--- src/rtl/lbk_pkg.sv ---
package lbk_pkg;

    // Frame reception phase of the receive half.
    typedef enum logic [1:0] {
        PH_RECV   = 2'd0,
        PH_APPEND = 2'd1,
        PH_DONE   = 2'd2
    } lbk_phase_e;

    // Which count byte the append sequence writes next.
    typedef enum logic [1:0] {
        AP_LOW    = 2'd0,
        AP_HIGH_A = 2'd1,
        AP_HIGH_B = 2'd2
    } lbk_app_e;

endpackage

--- src/rtl/lbk_ctrl.sv ---
module lbk_ctrl
    import lbk_pkg::*;
#(
    parameter int DATA_W   = 8,
    parameter int RX_DEPTH = 8,
    parameter int CNT_W    = 11,
    localparam int PTR_W   = $clog2(RX_DEPTH)
) (
    input  logic              clk,
    input  logic              rst_n,
    input  logic              lpbk_en,
    input  logic              rx_stb,
    input  logic [DATA_W-1:0] rx_data,
    input  logic              rx_eof,
    output logic              wr_en,
    output logic [PTR_W-1:0]  wr_addr,
    output logic [DATA_W-1:0] wr_data,
    output logic              clr,
    output logic              rd_valid,
    output lbk_phase_e        phase,
    output logic [PTR_W-1:0]  wr_ptr,
    output logic [CNT_W-1:0]  cnt,
    output logic              en_q
);

    typedef struct packed {
        lbk_phase_e        phase;
        lbk_app_e          app;
        logic [PTR_W-1:0]  wr_ptr;
        logic [CNT_W-1:0]  cnt;
        logic              en;
    } ctrl_s;

    ctrl_s st_q, st_d;

    function automatic logic [PTR_W-1:0] ptr_inc(input logic [PTR_W-1:0] p);
        return (p == PTR_W'(RX_DEPTH - 1)) ? '0 : p + 1'b1;
    endfunction

    logic [DATA_W-1:0] cnt_lo_d, cnt_hi_d;
    assign cnt_lo_d = st_q.cnt[DATA_W-1:0];
    assign cnt_hi_d = DATA_W'(st_q.cnt >> DATA_W);

    always_comb begin
        st_d    = st_q;
        wr_en   = 1'b0;
        wr_addr = st_q.wr_ptr;
        wr_data = rx_data;
        clr     = lpbk_en && !st_q.en;
        st_d.en = lpbk_en;

        if (clr) begin
            st_d.wr_ptr = '0;
            st_d.cnt    = '0;
            st_d.phase  = PH_RECV;
            st_d.app    = AP_LOW;
        end else if (lpbk_en) begin
            unique case (st_q.phase)
                PH_RECV: begin
                    if (rx_stb) begin
                        wr_en       = 1'b1;
                        wr_data     = rx_data;
                        st_d.wr_ptr = ptr_inc(st_q.wr_ptr);
                        st_d.cnt    = st_q.cnt + 1'b1;
                    end
                    if (rx_eof) begin
                        st_d.phase = PH_APPEND;
                        st_d.app   = AP_LOW;
                    end
                end
                PH_APPEND: begin
                    wr_en       = 1'b1;
                    wr_data     = (st_q.app == AP_LOW) ? cnt_lo_d : cnt_hi_d;
                    st_d.wr_ptr = ptr_inc(st_q.wr_ptr);
                    unique case (st_q.app)
                        AP_LOW:    st_d.app = AP_HIGH_A;
                        AP_HIGH_A: st_d.app = AP_HIGH_B;
                        default: begin
                            st_d.app   = AP_LOW;
                            st_d.phase = PH_DONE;
                        end
                    endcase
                end
                default: begin
                    st_d.phase = PH_DONE;
                end
            endcase
        end
    end

    always_ff @(posedge clk) begin
        if (!rst_n) begin
            st_q <= '{phase: PH_RECV, app: AP_LOW, wr_ptr: '0, cnt: '0, en: 1'b0};
        end else begin
            st_q <= st_d;
        end
    end

    assign rd_valid = lpbk_en && st_q.en && (st_q.phase == PH_DONE);
    assign phase    = st_q.phase;
    assign wr_ptr   = st_q.wr_ptr;
    assign cnt      = st_q.cnt;
    assign en_q     = st_q.en;

endmodule

--- src/rtl/lbk_store.sv ---
module lbk_store #(
    parameter int DATA_W   = 8,
    parameter int RX_DEPTH = 8,
    localparam int PTR_W   = $clog2(RX_DEPTH)
) (
    input  logic              clk,
    input  logic              rst_n,
    input  logic              wr_en,
    input  logic [PTR_W-1:0]  wr_addr,
    input  logic [DATA_W-1:0] wr_data,
    input  logic [PTR_W-1:0]  rd_addr,
    output logic [DATA_W-1:0] rd_word
);

    logic [DATA_W-1:0]   mem_q [RX_DEPTH];
    logic [DATA_W-1:0]   mem_d [RX_DEPTH];
    logic [RX_DEPTH-1:0] hit;

    for (genvar gi = 0; gi < RX_DEPTH; gi++) begin : g_slot
        assign hit[gi] = wr_en && (wr_addr == PTR_W'(gi));
    end

    always_comb begin
        for (int i = 0; i < RX_DEPTH; i++) begin
            mem_d[i] = hit[i] ? wr_data : mem_q[i];
        end
    end

    always_ff @(posedge clk) begin
        if (!rst_n) begin
            for (int i = 0; i < RX_DEPTH; i++) begin
                mem_q[i] <= '0;
            end
        end else begin
            for (int i = 0; i < RX_DEPTH; i++) begin
                mem_q[i] <= mem_d[i];
            end
        end
    end

    assign rd_word = mem_q[rd_addr];

endmodule

--- src/rtl/lbk_rdport.sv ---
module lbk_rdport #(
    parameter int DATA_W   = 8,
    parameter int RX_DEPTH = 8,
    localparam int PTR_W   = $clog2(RX_DEPTH)
) (
    input  logic              clk,
    input  logic              rst_n,
    input  logic              lpbk_en,
    input  logic              clr,
    input  logic              rd_stb,
    input  logic [DATA_W-1:0] rd_word,
    output logic [PTR_W-1:0]  rd_addr,
    output logic [DATA_W-1:0] rd_data,
    output logic [PTR_W-1:0]  rd_ptr
);

    typedef struct packed {
        logic [PTR_W-1:0] ptr;
    } rd_s;

    rd_s rp_q, rp_d;

    always_comb begin
        rp_d = rp_q;
        if (clr) begin
            rp_d.ptr = '0;
        end else if (lpbk_en && rd_stb) begin
            rp_d.ptr = (rp_q.ptr == PTR_W'(RX_DEPTH - 1)) ? '0 : rp_q.ptr + 1'b1;
        end
    end

    always_ff @(posedge clk) begin
        if (!rst_n) begin
            rp_q <= '0;
        end else begin
            rp_q <= rp_d;
        end
    end

    assign rd_addr = clr ? '0 : rp_q.ptr;
    assign rd_data = lpbk_en ? rd_word : '0;
    assign rd_ptr  = rp_q.ptr;

endmodule

--- src/rtl/lbk_rx_fifo.sv ---
module lbk_rx_fifo
    import lbk_pkg::*;
#(
    parameter int DATA_W   = 8,
    parameter int RX_DEPTH = 8,
    parameter int CNT_W    = 11
) (
    input  logic              clk,
    input  logic              rst_n,
    input  logic              lpbk_en,
    input  logic              rx_stb,
    input  logic [DATA_W-1:0] rx_data,
    input  logic              rx_eof,
    input  logic              rd_stb,
    output logic [DATA_W-1:0] rd_data,
    output logic              rd_valid
);

    localparam int PTR_W = $clog2(RX_DEPTH);

    logic              wr_en;
    logic [PTR_W-1:0]  wr_addr;
    logic [DATA_W-1:0] wr_data;
    logic              clr;
    lbk_phase_e        phase;
    logic [PTR_W-1:0]  wr_ptr;
    logic [PTR_W-1:0]  rd_ptr;
    logic [PTR_W-1:0]  rd_addr;
    logic [CNT_W-1:0]  cnt;
    logic              en_q;
    logic [DATA_W-1:0] rd_word;

    lbk_ctrl #(.DATA_W(DATA_W), .RX_DEPTH(RX_DEPTH), .CNT_W(CNT_W)) u_ctrl (
        .clk      (clk),
        .rst_n    (rst_n),
        .lpbk_en  (lpbk_en),
        .rx_stb   (rx_stb),
        .rx_data  (rx_data),
        .rx_eof   (rx_eof),
        .wr_en    (wr_en),
        .wr_addr  (wr_addr),
        .wr_data  (wr_data),
        .clr      (clr),
        .rd_valid (rd_valid),
        .phase    (phase),
        .wr_ptr   (wr_ptr),
        .cnt      (cnt),
        .en_q     (en_q)
    );

    lbk_store #(.DATA_W(DATA_W), .RX_DEPTH(RX_DEPTH)) u_store (
        .clk     (clk),
        .rst_n   (rst_n),
        .wr_en   (wr_en),
        .wr_addr (wr_addr),
        .wr_data (wr_data),
        .rd_addr (rd_addr),
        .rd_word (rd_word)
    );

    lbk_rdport #(.DATA_W(DATA_W), .RX_DEPTH(RX_DEPTH)) u_rdport (
        .clk     (clk),
        .rst_n   (rst_n),
        .lpbk_en (lpbk_en),
        .clr     (clr),
        .rd_stb  (rd_stb),
        .rd_word (rd_word),
        .rd_addr (rd_addr),
        .rd_data (rd_data),
        .rd_ptr  (rd_ptr)
    );

endmodule

--- config.mk ---
export PLATFORM = sky130hd
export DESIGN_NAME = lbk_rx_fifo
export DESIGN_NICKNAME = d
export VERILOG_FILES = /design/src/rtl/lbk_pkg.sv /design/src/rtl/lbk_ctrl.sv /design/src/rtl/lbk_store.sv /design/src/rtl/lbk_rdport.sv /design/src/rtl/lbk_rx_fifo.sv
export SDC_FILE = /design/constraint.sdc
export NUM_CORES = 1
export LEC_CHECK = 0
export BUFFER_PORTS_ARGS = -buffer_cell sky130_fd_sc_hd__buf_2
export CORE_AREA = 2 2 87 97
export CTS_BUF_LIST = sky130_fd_sc_hd__clkbuf_16
export DETAILED_ROUTE_END_ITERATION = 16
export DIE_AREA = 0 0 89 99
export PLACE_DENSITY = 0.74
export SLEW_MARGIN = 20
export SYNTH_ARGS = -nofsm -noshare
export SYNTH_HDL_FRONTEND = slang
export SYNTH_SLANG_ARGS = --single-unit
--- constraint.sdc ---
create_clock -name clk -period 1.7 [get_ports clk]
set_input_delay 0.34 -clock clk [delete_from_list [all_inputs] [get_ports clk]]
set_output_delay 0.34 -clock clk [all_outputs]
set_load 0.02 [all_outputs]
* Word level (Yosys, flattened, before mapping)
Memory sizes are Yosys's and may differ from the RTL's. Index checks and enable logic that the tools add are counted.
Cells by class: add/sub/neg operators 3, equal/unequal tests 22, mux-type cells 36, bitwise gates (word level) 9, reduce and logical (&&, ||, !) cells 31
Operators by type and width (count):
- $mux 8 | 21
- $reduce_and 2->1 | 8
- $eq 3x3->1 const B | 5
- $mux 14 | 1
- $logic_and 1x1->1 | 12
- $reduce_and 3->1 | 4
- $add 11x1->11 const B | 1
- $pmux 5 s2 | 1
- $mux 3 | 3
- $ne 1x1->1 const B | 8
- $or 1x1->1 | 8
- $pmux 2 s2 | 2
- $add 3x1->3 const B | 2
- $eq 3x2->1 const B | 2
- $ne 2x2->1 const B | 3
- $mux 1 | 5
- $eq 2x1->1 const B | 2
- $logic_not 2->1 | 2
- $mux 4 | 1
- $reduce_or 2->1 | 2
- $eq 3x1->1 const B | 1
- $logic_not 3->1 | 1
- $eq 2x2->1 const B | 1
- $mux 2 | 1
- 4 further kinds | 4
Word-level totals: flip-flop bits (word level) 22, bits in writable memories 64, bits of input ports 14, output and inout port bits 9, logic and storage cells 108, memories 1
Memories:
- u_store.mem_q | words 8, bits a word 8, rd ports 1, clocked after memory_dff 0, wr ports 8, line lbk_store.sv:15 | logic [DATA_W-1:0] mem_q [RX_DEPTH];

* Longest topological paths before layout
Gate-level depths: netlist (run 1).
depth after elaboration 8, gate-level depth with buffers 7, mapped depth without buffers 5

* Cells and area by module
Synthesis (run 1) repeated with hierarchy kept, for this count alone.
Second synthesis, totals: cell total of the unflattened synthesis 360, area total of the unflattened synthesis 4294.1 um^2
By module, submodules not included:
- lbk_store | times used 1, cells an instance 181, area each 2852.7 um^2, seq. area each 1921.8 um^2
- lbk_ctrl | times used 1, cells an instance 152, area each 1196.1 um^2, seq. area each 380.4 um^2
- lbk_rdport | times used 1, cells an instance 27, area each 245.2 um^2, seq. area each 60.1 um^2

* Least setup slack after synthesis (run 1)
No wires, ideal clock.
path type register -> output, from register u_rdport.rp_q (netlist bit u_rdport.rd_ptr[0]), to output rd_data[0], arrival time 1.655 ns, required time 1.360 ns, path slack -0.295 ns, stages on the path, launching flop included 5, path buffers 2, cells stage by stage dfxtp_1 > buf_2 > buf_1 > a211oi_1 > o32ai_1
Between the ends: word-level cells in the longest chain between the ends 3
RTL lines:
- start: declaration | line lbk_rdport.sv:21 | rd_s rp_q, rp_d;
- start signal: assignment | line lbk_rdport.sv:36 | rp_q <= rp_d;
- $mux 3 | line lbk_rdport.sv:40 | assign rd_addr = clr ? '0 : rp_q.ptr;
- $mem_v2 8x8
- $mux 8 | line lbk_rdport.sv:41 | assign rd_data = lpbk_en ? rd_word : '0;
- end: declaration | line lbk_rx_fifo.sv:15 | output logic [DATA_W-1:0] rd_data,
Every way passes these cells.

* Worst setup path in the final report (run 1)
from register u_rdport.rp_q (netlist bit u_rdport.rd_ptr[2]), to output rd_data[2]
The elaborated chain is that of the path after synthesis.

==> results of run 1 <==
## state kept, by name, summed over array words and instances, names as in the netlist
signal	count
u_ctrl.phase	2
u_ctrl.en_q	1
u_store.mem_q	64
u_ctrl.cnt	11
u_ctrl.st_q	2
u_ctrl.wr_addr	3
u_rdport.rd_ptr	3
## cell usage after synthesis, types with 4 or more instances
cell type	instances
sky130_fd_sc_hd__o32ai_1	8
sky130_fd_sc_hd__o21ai_0	5
sky130_fd_sc_hd__clkbuf_1	9
sky130_fd_sc_hd__nor2b_1	26
sky130_fd_sc_hd__ha_1	9
sky130_fd_sc_hd__dfxtp_1	22
sky130_fd_sc_hd__inv_1	12
sky130_fd_sc_hd__mux2_2	8
sky130_fd_sc_hd__xor2_1	8
sky130_fd_sc_hd__nor2_1	87
sky130_fd_sc_hd__a21oi_1	8
sky130_fd_sc_hd__nand3_1	13
sky130_fd_sc_hd__a211oi_1	9
sky130_fd_sc_hd__a21oi_2	4
sky130_fd_sc_hd__buf_2	7
sky130_fd_sc_hd__edfxtp_1	64
sky130_fd_sc_hd__and3_1	7
sky130_fd_sc_hd__a221oi_1	8
sky130_fd_sc_hd__a31oi_1	9
sky130_fd_sc_hd__o221ai_1	8
sky130_fd_sc_hd__nand2_1	27
## final timing paths
| kind | end | startpoint | slack (ns) |
|---|---|---|---|
| max | rd_data[2] | u_rdport.rd_ptr[2] | -0.35 |
| min | u_rdport.rd_ptr[2] | rd_stb | 0.29 |
| max reg2reg | u_store.mem_q[1][7] | u_ctrl.en_q | 0.02 |
| min reg2reg | u_ctrl.cnt[5] | u_ctrl.cnt[5] | 0.54 |
## layout make-up
type	count	area [um2]
Multi-Input combinational cell	275	2330
Fill cell	467	1780
Sequential cell	86	2370
Timing Repair Buffer	82	873
Clock inverter	7	65.1
Clock buffer	9	225
Tap cell	108	135
Inverter	12	45.0
## report_power, final
| group | leakage, nW | switching [mW] | internal, mW | total, mW |
|---|---|---|---|---|
| sequential | 0.840 | 0.0479 | 2.33 | 2.38 |
| clock | 0.149 | 0.792 | 1.13 | 1.92 |
| combinational | 1.28 | 0.335 | 0.276 | 0.611 |
## per-stage QoR
stage          cells  setup slack (ns)  cell area (um2)  hold WS (ns)  power [mW]
2_1_floorplan    394           -0.0322             4380         0.455        2.67
3_3_place_gp     559            -0.280             5080         0.468        2.87
3_5_place_dp     559            -0.361             5080         0.494        2.88
4_1_cts          578            -0.348             5870         0.274        4.84
5_1_grt          579            -0.383             6040         0.298        5.07
6_report         579            -0.350             6040         0.290        4.91
## per-layer routing
layer	vias up	global-route usage, %	wire, um
li1	1576	-	-
met5	-	0	0
met1	1651	34.1	4460
met2	133	47.8	6200
met3	34	5.44	757
met4	0	11.8	303
## cells by family after synthesis
group           synth area share (%)
flops                           56.3
xor+xnor                        1.88
mux                             2.86
buf+inv                         3.52
compound gates                  11.2
fa+ha+maj                       2.68
simple gates                    21.6
## layout by cell type (no fill, tap or decap), types with 9 or more instances in the layout
cell                        count
sky130_fd_sc_hd__buf_12        15
sky130_fd_sc_hd__buf_2         13
sky130_fd_sc_hd__buf_4         33
sky130_fd_sc_hd__buf_6         18
sky130_fd_sc_hd__clkbuf_16      9
sky130_fd_sc_hd__dfxtp_1       18
sky130_fd_sc_hd__edfxtp_1      64
sky130_fd_sc_hd__ha_1           9
sky130_fd_sc_hd__inv_1         14
sky130_fd_sc_hd__nand2_1       21
sky130_fd_sc_hd__nand3_1       10
sky130_fd_sc_hd__nor2_1        79
sky130_fd_sc_hd__nor2b_1       17
## timing repair
item,4_1_cts,5_1_grt
gates cloned,1,0
setup buffers,4,6
resized for setup,92,38
hold buffers,0,0
endpoints found under the setup margin,57,108
pin swaps,18,14
## worst min-delay path: stages
cell,delay [ns]
sky130_fd_sc_hd__buf_2,0.11
sky130_fd_sc_hd__nand3_1,0.07
sky130_fd_sc_hd__a21oi_1,0.06
==> results.tsv, run 1 <==
stage	metric	value	unit
clocking	clock tree from TritonCTS	done	
synthesis	Yosys cell types	43	
global_route	total track usage	27.9	%
drt	vias post-DR	3394	
place	Buffers on Ports	22	
run_status	failing checks	setup timing	
synthesis	Synth area leaders	sky130_fd_sc_hd__edfxtp_1, sky130_fd_sc_hd__dfxtp_1, sky130_fd_sc_hd__nor2_1	
die	number of cell rows	34	
global_route	maximum number of pins on one net before global-route repair	22	
sta	Final WS setup	-0.350	ns
synthesis	post-synthesis cell count	394	
place	dpl hpwl	7410	um
critical_path	worst-path fanout max	6	
synthesis	ys flop type	sky130_fd_sc_hd__edfxtp_1	
drt	first-pass detailed-route iteration total	5	
clocking	Skew-Pair Late Insertion Delay	0.34	ns
critical_path	cells along the critical path	buf_12 -> mux2_4 -> o221ai_2 -> buf_4 -> o32ai_4 -> buf_6	
critical_path	critical path's slowest cell	sky130_fd_sc_hd__dfxtp_4	
critical_path	startpoint class of the critical path	flop	
global_route	antenna violations before repair	0	
global_route	first-pass GRT wire length	18100	um
synthesis	share of the yosys chip area belonging to registers	56.3	%
die	IO Count	23	
critical_path	Crit Path Category	flop to primary output	
final_layout	share of cells above drive strength 1	38.9	%
clocking	clk slew on worst S/H paths	0.06	ns
sta	final setup vio count	9	
global_route	Remaining Overflow, GRT	0	
die	die footprint	0.00881	mm2
sta	skew final	0.00707	ns
die	starting density of the core	53.6	%
run_status	result of the run	finished, violations left	
critical_path	critical path capture point type	primary output	
sta	actual transition at the worst max-transition pin	0.535	ns
min_path	class of the worst hold path	primary input to flop	
critical_path	WP data arrival	1.71	ns
place	GP Congestion	0.921	
critical_path	CP required	1.36	ns
power	Pleak	2.27	nW
die	core region area	0.00783	mm2
critical_path	Worst Path Buf+Inv	3	
critical_path	instance count on the critical path	6	
drt	routed length per placed instance	20.2	um
synthesis	number of enable flip-flop cells after synthesis	64	
critical_path	family with the most delay on the worst path	buffers and inverters	
synthesis	post-synthesis cell area	0.00420	mm2
sta	number of hold-slack violations in the final timing report	0	
sta	Final min period	2.05	ns
final_layout	post-route core utilization	77.2	%
synthesis	share of synthesized flip-flops with an asynchronous set or reset	0	%
global_route	via count of the first global-routing pass	3489	
synthesis	dominant cell type by area after synthesis	sky130_fd_sc_hd__edfxtp_1	
power	highest ir drop seen on vdd	0.000639	V
sta	final clock period utilization by the worst path	121	%
die	Chip Width	89	um
clocking	cell chosen for the clock root	sky130_fd_sc_hd__clkbuf_16	
final_layout	Layout area overhead	44.0	%
synthesis	average size of a mapped cell	10.7	um2
drt	count of unresolved DRC violations after routing	0	
drt	vias per std cell	5.86	
job	max-capacitance violation count	0	
synthesis	Mapped Nets	417	
drt	Total Wirelength	11700	um
sta	setup repair after global routing missed its margin	yes	
clocking	number of buffers inserted during clock tree synthesis	9	
clocking	CTS Sinks	86	
synthesis	number of warnings reported in the yosys synthesis log	0	
final_layout	antenna diode count	0	
clocking	Max Root-Sink Buffers	2	
sta	Worst slew margin	64.2	%
sta	final-report max-slew violation count	0	
die	height of the die	99	um
critical_path	cells on worst reg2reg path	7	
sta	maximum clock frequency	488	MHz
drt	detailed router's first-iteration violation count	387	
synthesis	area share of the largest cell type after synthesis	45.8	%
critical_path	Critical Path Max Stage Delay	0.38	ns
clocking	H-tree Lvls	3	
power	power density over the cells	813	mW/mm2
sta	final setup TNS	-2.57	ns
synthesis	FF+latch count, synth	86	
drt	count of antenna-violating nets left after detailed routing	0	
final_layout	number of nets in the layout	489	
min_path	cell count of the worst hold path	3	
Note: power is estimated with default switching activity, not from simulation.
==> run 2, diff against run 1 <==
--- a/config.mk
+++ b/config.mk
@@ -6,11 +6,12 @@
 export NUM_CORES = 1
 export LEC_CHECK = 0
 export BUFFER_PORTS_ARGS = -buffer_cell sky130_fd_sc_hd__buf_2
-export CORE_AREA = 2 2 87 97
+export CORE_AREA = 2 2 96 88
 export CTS_BUF_LIST = sky130_fd_sc_hd__clkbuf_16
 export DETAILED_ROUTE_END_ITERATION = 16
-export DIE_AREA = 0 0 89 99
+export DIE_AREA = 0 0 98 90
 export PLACE_DENSITY = 0.74
+export SKIP_CTS_REPAIR_TIMING = 1
 export SLEW_MARGIN = 20
 export SYNTH_ARGS = -nofsm -noshare
 export SYNTH_HDL_FRONTEND = slang
==> constraint.sdc (replaced) <==
create_clock -name clk -period 1.7 [get_ports clk]
set_input_delay 0.255 -clock clk [delete_from_list [all_inputs] [get_ports clk]]
set_output_delay 0.255 -clock clk [all_outputs]
set_load 0.02 [all_outputs]
==> results.tsv, run 2 (synthesis results as in run 1) <==
stage	metric	value	unit	change
final_layout	post-route core utilization	74.9	%	was 77.2%
critical_path	Reg-to-Reg Start	u_ctrl.en_q		unchanged
final_layout	Biggest register	u_store.mem_q		unchanged
die	die footprint	0.00882	mm2	was 0.00881 mm2
final_layout	FF+latch area	0.00236	mm2	was 0.00237 mm2
sta	final setup vio count	105		was 9
final_layout	number of nets in the layout	485		was 489
sta	final clock period utilization by the worst path	119	%	was 121%
final_layout	number of flip-flops under the largest register name	64		unchanged
power	power density over the cells	810	mW/mm2	was 813 mW/mm2
final_layout	antenna diode count	0		unchanged
min_path	Hold Crit Start	rd_stb		unchanged
drt	count of unresolved DRC violations after routing	0		unchanged
critical_path	start point of the critical path	u_ctrl.en_q		was u_rdport.rd_ptr[2]
sta	skew final	0.00950	ns	was 0.00707 ns
global_route	antenna violations before repair	0		unchanged
run_status	failing checks	setup timing		unchanged
clocking	clock tree from TritonCTS	done		unchanged
die	height of the die	90	um	was 99 um
clocking	number of buffers inserted during clock tree synthesis	9		unchanged
clocking	CTS Sinks	86		unchanged
critical_path	Worst R2R Setup Slack	-0.14	ns	was 0.02 ns
power	Pleak	2.21	nW	was 2.27 nW
min_path	class of the worst hold path	primary input to flop		unchanged
global_route	total track usage	23.9	%	was 27.9%
sta	Final min period	2.02	ns	was 2.05 ns
final_layout	most common cell after layout, fill and taps aside	sky130_fd_sc_hd__nor2_1		unchanged
clocking	Max Root-Sink Buffers	2		unchanged
power	total power consumption of the routed design	4.78	mW	was 4.91 mW
drt	first-pass detailed-route iteration total	5		unchanged
drt	Total Wirelength	11800	um	was 11,700 um
sta	final setup TNS	-10.84	ns	was -2.57 ns
job	max-capacitance violation count	0		unchanged
critical_path	WP data arrival	1.77	ns	was 1.71 ns
sta	final-report max-slew violation count	0		unchanged
die	Chip Width	98	um	was 89 um
sta	actual transition at the worst max-transition pin	0.616	ns	was 0.535 ns
place	pre-CTS WS	-0.209	ns	was -0.361 ns
die	starting density of the core	53.3	%	was 53.6%
sta	Final WS setup	-0.324	ns	was -0.350 ns
final_layout	commonest non-fill, non-tap cells in the layout	sky130_fd_sc_hd__nor2_1, sky130_fd_sc_hd__edfxtp_1, sky130_fd_sc_hd__buf_4		unchanged
global_route	first-pass GRT wire length	16200	um	was 18,100 um
place	Buffers on Ports	22		unchanged
global_route	Remaining Overflow, GRT	0		unchanged
final_layout	share of cells above drive strength 1	41.1	%	was 38.9%
place	dpl hpwl	7490	um	was 7410 um
final_layout	area of the multi-input gates	0.00226	mm2	was 0.00233 mm2
drt	count of antenna-violating nets left after detailed routing	0		unchanged
power	highest ir drop seen on vdd	0.000614	V	was 0.000639 V
run_status	result of the run	finished, violations left		unchanged
critical_path	worst-path fanout max	7		was 6
drt	detailed router's first-iteration violation count	338		was 387
final_layout	number of fillers in the final layout	483		was 467
place	GP Congestion	0.959		was 0.921
global_route	via count of the first global-routing pass	3101		was 3,489
critical_path	Crit Path Category	flop to primary output		unchanged
die	core region area	0.00787	mm2	was 0.00783 mm2
critical_path	critical path capture point type	primary output		unchanged
global_route	maximum number of pins on one net before global-route repair	25		was 22
drt	vias per std cell	5.99		was 5.86
critical_path	startpoint class of the critical path	flop		unchanged
critical_path	CP required	1.44	ns	was 1.36 ns
sta	maximum clock frequency	494	MHz	was 488 MHz
drt	routed length per placed instance	20.9	um	was 20.2 um
clocking	H-tree Lvls	3		unchanged
clocking	cell chosen for the clock root	sky130_fd_sc_hd__clkbuf_16		unchanged
clocking	clk slew on worst S/H paths	0.06	ns	about the same
die	number of cell rows	31		was 34
sta	worst hold slack after final layout	0.207	ns	was 0.290 ns
die	IO Count	23		unchanged
sta	number of hold-slack violations in the final timing report	0		unchanged
sta	setup repair after global routing missed its margin	yes		unchanged
sta	Worst slew margin	58.9	%	was 64.2%
final_layout	Layout area overhead	40.4	%	was 44.0%
drt	vias post-DR	3393		was 3,394
clocking	Skew-Pair Late Insertion Delay	0.34	ns	about the same
[run 2: cell count changes in the layout (fill, tap and decap cells not counted), sizes merged]
cell and change:
buf -5, clkinv +4, inv -4, bufinv -1, clkbuf +1, clkinvlp +1
[run 2: critical path: stages (launching register included)]
cell and delay [ns]:
sky130_fd_sc_hd__dfxtp_2 0.33, sky130_fd_sc_hd__nand2b_4 0.13, sky130_fd_sc_hd__buf_6 0.12, sky130_fd_sc_hd__nand2_4 0.07
sky130_fd_sc_hd__buf_12 0.16, sky130_fd_sc_hd__buf_4 0.15, sky130_fd_sc_hd__o221ai_2 0.17, sky130_fd_sc_hd__o32ai_2 0.12
sky130_fd_sc_hd__buf_4 0.17
[run 2: worst paths after layout]
kind	cells after the start	endpoint
worst max-delay path	8	rd_data[5]
worst min register to register	2	u_ctrl.cnt[10]
worst min-delay path	3	u_rdport.rd_ptr[1]
worst max register to register	7	u_store.mem_q[6][3]
[run 2: report_power, final]
part	switching [mW]	leakage, nW	internal (mW)
clock network	0.836	0.131	0.992
logic	0.317	1.24	0.256
registers	0.0464	0.839	2.33
total	1.20	2.21	3.58
[run 2: final cells by class]
type	instances	share of cell area, %
Clock buffer	9	3.82
Clock inverter	7	0.870
Inverter	12	0.764
Multi-Input combinational cell	275	38.4
Sequential cell	86	40.1
Tap cell	99	2.10
Timing Repair Buffer	78	13.9
[run 2: metal layers]
layer  up-vias  global-route usage, %  share of wire, %
li1       1563                      -                 -
met2       153                   38.8                51
met3        25                   3.65               6.6
met1      1652                   32.1                39
met4         0                   10.1               2.5
met5         -                      0                 0
[run 2: per-stage QoR]
step	std cells	cell area (um2)
6_report	566	5900
3_3_place_gp	535	4860
4_1_cts	551	5140
3_5_place_dp	535	4860
5_1_grt	566	5900
2_1_floorplan	394	4280
